File: src/rtl/mem_stream_reader.sv
module mem_stream_reader #(
  parameter int AW      = 16,
  parameter int DW      = 32,
  parameter int LW      = 8,
  parameter int MAX_OUT = 4
) (
  input  logic          clk,
  input  logic          rst_n,
  input  logic [LW-1:0] cfg_rd_thresh,
  input  logic [LW-1:0] ctl_level,
  input  logic [AW-1:0] ctl_rd_addr,
  output logic          ctl_rd_strobe,
  output logic          mem_cmd_valid,
  input  logic          mem_cmd_ready,
  output logic          mem_cmd_we,
  output logic [AW-1:0] mem_cmd_addr,
  input  logic          mem_rdata_valid,
  output logic          mem_rdata_ready,
  input  logic [DW-1:0] mem_rdata,
  output logic          out_valid,
  input  logic          out_ready,
  output logic [DW-1:0] out_data
);
  localparam int CW = $clog2(MAX_OUT + 1);
  localparam int PW = (MAX_OUT > 1) ? $clog2(MAX_OUT) : 1;

  logic [DW-1:0] slots [MAX_OUT];
  logic [PW-1:0] wr_ptr, rd_ptr;
  logic [CW-1:0] resv, fill;
  logic          issue, take, pop;

  assign mem_cmd_valid   = (ctl_level > cfg_rd_thresh) && (resv < CW'(MAX_OUT));
  assign mem_cmd_we      = 1'b0;
  assign mem_cmd_addr    = ctl_rd_addr;
  assign issue           = mem_cmd_valid && mem_cmd_ready;
  assign ctl_rd_strobe   = issue;
  assign mem_rdata_ready = resv != fill;
  assign take            = mem_rdata_valid && mem_rdata_ready;
  assign out_valid       = fill != '0;
  assign out_data        = slots[rd_ptr];
  assign pop             = out_valid && out_ready;

  function automatic logic [PW-1:0] bump(input logic [PW-1:0] p);
    return (p == PW'(MAX_OUT - 1)) ? '0 : p + 1'b1;
  endfunction

  always_ff @(posedge clk) begin
    if (!rst_n) begin
      resv   <= '0;
      fill   <= '0;
      wr_ptr <= '0;
      rd_ptr <= '0;
    end else begin
      resv <= resv + CW'(issue) - CW'(pop);
      fill <= fill + CW'(take) - CW'(pop);
      if (take) wr_ptr <= bump(wr_ptr);
      if (pop)  rd_ptr <= bump(rd_ptr);
    end
  end

  always_ff @(posedge clk)
    if (take) slots[wr_ptr] <= mem_rdata;
endmodule


File: config.mk
export PLATFORM = sky130hd
export DESIGN_NAME = mem_stream_reader
export DESIGN_NICKNAME = d
export VERILOG_FILES = /design/src/rtl/mem_stream_reader.sv
export SDC_FILE = /design/constraint.sdc
export NUM_CORES = 1
export LEC_CHECK = 0
export ABC_AREA = 0
export BUFFER_PORTS_ARGS = -buffer_cell sky130_fd_sc_hd__buf_2
export CORE_MARGIN = 2
export CORE_UTILIZATION = 47
export CTS_BUF_LIST = sky130_fd_sc_hd__clkbuf_2
export DETAILED_ROUTE_END_ITERATION = 12
export GPL_ROUTABILITY_DRIVEN = 0
export PLACE_DENSITY = 0.68
export SYNTH_ARGS = -nofsm -noshare
export SYNTH_HDL_FRONTEND = slang
export SYNTH_SLANG_ARGS = --single-unit
File: constraint.sdc
create_clock -name clk -period 3.55 [get_ports clk]
set_clock_uncertainty 0.05 [all_clocks]
set_input_delay 0.5325 -clock clk [delete_from_list [all_inputs] [get_ports clk]]
set_output_delay 0.5325 -clock clk [all_outputs]
set_load 0.05 [all_outputs]
Yosys cells after proc, flatten, opt, wreduce, memory -nomap -nowiden:

Memory sizes are Yosys's and may differ from the RTL's. A register that Yosys moved wholly into a read port is not among the register bits.
Index checks and enable logic that the tools add are counted.
Widths: inputs -> output; s select.

* bits in writable memories: 128
* register bits after elaboration: 10
* memory bits (read-only): 0
* input bits: 69
* memories kept: 1
* output and inout bits: 53
* bits in latches: 0

Memory list
* slots: depth 4, bits a word 32, read ports 1, clocked after memory_dff 1, write ports 1, line 27 `logic [DW-1:0] slots [MAX_OUT];`

* reductions and logical operators: 5
* bitwise logic cells: 0
* muxes and demuxes: 6
* equal/unequal tests: 3
* divide/modulo/power cells: 0
* $mul: 0
* $add $sub $neg: 6
* shift-type cells: 0
* $lt $le $gt $ge: 2

Operators with widths (count)
* $gt 8x8->1: 1
* $mux 2: 4
* $add 3x1->3: 2
* $sub 3x1->3: 2
* $add 2x1->2 const B: 2
* $eq 2x2->1 const B: 2
* $logic_and 1x1->1: 4
* $lt 3x3->1 const B: 1
* $ne 3x3->1: 1
* $reduce_bool 3->1: 1
* $mux 1: 2

Logic depth before layout (Yosys ltp):

* depth after elaboration: 5
* mapped depth: 12
* mapped depth without buffers: 12

Worst setup path before layout:

OpenSTA, ideal clock, no wires.

* path type: input -> register
* start: input cfg_rd_thresh[2]
* end: register resv[2]
* buffers on the path: 0
* library setup time: 0.115 ns
* stages: 11
* slack: 0.016 ns
* required time: 3.385 ns
* data arrival time: 3.369 ns
* cell sequence: inv_1 -> ha_1 -> and4_4 -> or4b_1 -> o21ai_1 -> ha_1 -> inv_1 -> fa_1 -> xnor2_1 -> xnor2_1 -> and2_1

* cells in the longest elaborated chain, start to end: 5

Ends and longest elaborated chain
* from (decl): line 9 `input logic [LW-1:0] cfg_rd_thresh,`
* $gt 8x8->1: line 32 `assign mem_cmd_valid = (ctl_level > cfg_rd_thresh) && (resv < CW'(MAX_OUT));`
* $logic_and 1x1->1: line 32
* $logic_and 1x1->1: line 35 `assign issue = mem_cmd_valid && mem_cmd_ready;`
* via ctl_rd_strobe: line 12 `output logic ctl_rd_strobe,`
* $add 3x1->3: line 54 `resv <= resv + CW'(issue) - CW'(pop);`
* $sub 3x1->3: line 54
* to (signal assigned): line 54
* to (decl): line 29 `logic [CW-1:0] resv, fill;`

The timed path passes the listed nets, and every way through them passes these cells.
A chain may end at the register's enable or synchronous reset.

==> metrics.txt <==
chip height about 110 um; Post-Syn Area between 5000 and 6000 um^2; vias in the first global route 3,010; crit path time final around 3.0 ns; net count after synthesis 370; Hold Vio Cnt, Final 0; DR DRC count 0; hold crit path type in2reg; final wirelength around 9400 um; 1st-pass router iterations 4; slew margin rel. 0.386; kind of end point of the critical path output port; sequential-to-total area share from yosys stat 0.719; Fmax achieved about 340 MHz; htree depth 4; Synth area leaders edfxtp_1 68%, mux4_2 10%, dfxtp_1 4.2%; Non-Filler Instances 556; # setup viols final 0; Max IR drop VDD 0.000314 V; critical path's slowest cell dfxtp_2; Final Max Tran Viols 0; I/O pin count roughly 120; Mapped Cells 282; CTS tree yes; setup TNS 0 ns; Worst Path Arrival about 2.4 ns; Clk pin slew, worst setup/hold paths between 0.15 and 0.2 ns; Yosys top cell area share 0.677; Worst setup SP type flop; share of post-route cells with drive strength above 1 0.374; Worst Path Class, Setup reg2out; flops & latches, synth 140; top_reg_cell synth edfxtp_1; Req. time, crit path approximately 3.0 ns; root buffer cell clkbuf_2; Diodes inserted 0; Clock Sinks 140; Congestion Overflow GR 0; crit path cell chain buf_12, mux4_1, buf_2; largest fanout on the critical path 23; pin count of the biggest net entering global routing 33; total core area about 12,000 um^2; die area between 10,000 and 15,000 um^2; max-cap violation count 0; average routed wire per standard cell ~17 um; DRT antenna net count 0; vias per cell roughly 5.2; outcome complete, no violations; Synth cell types 34; I/O Buffers 88; pwr dens roughly 780 nW/um^2; worst slew pin tran slightly above 0.9 ns; GRT Total Usage 0.153; global-route wire length before repair approximately 15,000 um; row count 40; ys async rst share 0; vias ~2,900; Area Growth Syn to Fin 18.8%; clock buffer depth 2; Final Cycle Share 0.833; clock latency on the worst-skew pair roughly 0.64 ns; initial antenna violation count 1; commonest cells in the netlist 128 x edfxtp_1, 26 x mux4_2, 18 x inv_1, 17 x buf_4, 17 x ha_1; Syn. warnings 0; Yosys top cell by area edfxtp_1; detailed placer's ending HPWL ~5600 um; Post-synth EDFFs 128; Avg Synthesized Cell Area 20.1 um^2; leak pwr 2.46 nW; Initial Util 0.477; width of the chip 114 um; most frequent cell after synthesis edfxtp_1; Worst path max stage delay 0.61 ns; cts bufs inserted 17; placed insts slightly below 500; RSZ-0062 raised after global routing false; nets@finish just under 500; postcts setup bufs 0; initial DRC count between 150 and 200
[routing by layer]
layer,up-vias,routed length (um),track usage
met5,-,0,0
met4,0,115,0.0496
met3,9,587,0.0654
met2,107,4750,0.263
met1,1432,3920,0.173
li1,1323,-,-
[cells by family (layout without fill, tap and decap cells)]
group           after synthesis  in the layout  synth area share
simple gates                 28             28            0.0313
compound gates               11             11            0.0139
mux                          34             34             0.134
xor+xnor                      7              7            0.0108
flops                       140            140             0.719
other cells                   1              1          0.000661
fa+ha+maj                    19             19            0.0445
buf+inv                      42            169            0.0450
[where the power goes]
group          switching, mW  internal (mW)
Combinational           1.28          0.623
Sequential             0.135           2.14
Clock                  0.530          0.519
[final cells by class]
cell class              count  area [um^2]
fillers                   948         5160
flip-flops and latches    140         4090
multi-input cells         100         1340
repair buffers            121          781
clock inverters            13          200
well taps                 147          184
clock buffers              17         85.1
inverters                  18         67.6
[worst paths after layout]
path	from	slack [ns]	depth (start not counted)	to
min	out_ready	0.12	3	flop
min reg2reg	rd_ptr[1]$_SDFFE_PN0P_	0.46	2	flop
max reg2reg	fill[2]$_SDFF_PN0_	1.13	11	resv[2]$_SDFF_PN0_
max	flop	0.59	3	out_data[21]
[state kept, by name, summed over array words and instances, names as in the netlist, named ones only]
signal / flops
rd_ptr: 2
slots: 128
resv: 3
wr_ptr: 2
fill: 3
[per-stage QoR]
stage | total power [mW] | utilization | setup slack (ns) | cell area, um^2 | hold slack [ns]
6_report | 5.23 | 0.566 | 0.594 | 6750 | 0.123
5_1_grt | 5.49 | 0.566 | 0.370 | 6750 | 0.0326
4_1_cts | 5.30 | 0.566 | 0.473 | 6740 | 0.00618
3_5_place_dp | 4.23 | 0.516 | 0.585 | 6140 | 0.442
3_3_place_gp | 4.21 | 0.516 | 0.625 | 6140 | 0.426
2_1_floorplan | 3.85 | - | 0.0159 | 5680 | 0.417
[layout by cell type (no fill, tap or decap), types with 2 or more instances in the layout]
cell	n
ha_1	17
or3_1	2
nor2b_1	4
nand2_1	5
mux2i_1	2
and2_2	4
clkbuf_2	17
clkinvlp_4	3
edfxtp_1	128
a21boi_0	2
xnor2_1	4
mux4_2	26
bufinv_16	5
dfxtp_1	10
a21oi_1	4
and2_1	4
fa_1	2
inv_1	18
dfxtp_2	2
dlygate4sd3_1	32
buf_2	88
xor2_1	3
clkinv_2	3
mux4_1	6
[what timing repair did]
action	in CTS	in global routing
hold buffers	31	1
gates resized for setup	0	0
hold endpoints to repair	118	4
[worst max-delay path, delay by kind of cell, from the launching register on]
| kind | cells | cell delay [ns] |
|---|---|---|
| DFF | 1 | 0.61 |
| muxes | 1 | 0.59 |
| buffers and inverters | 2 | 0.51 |
No activity file was read; power rests on OpenSTA's default activity.
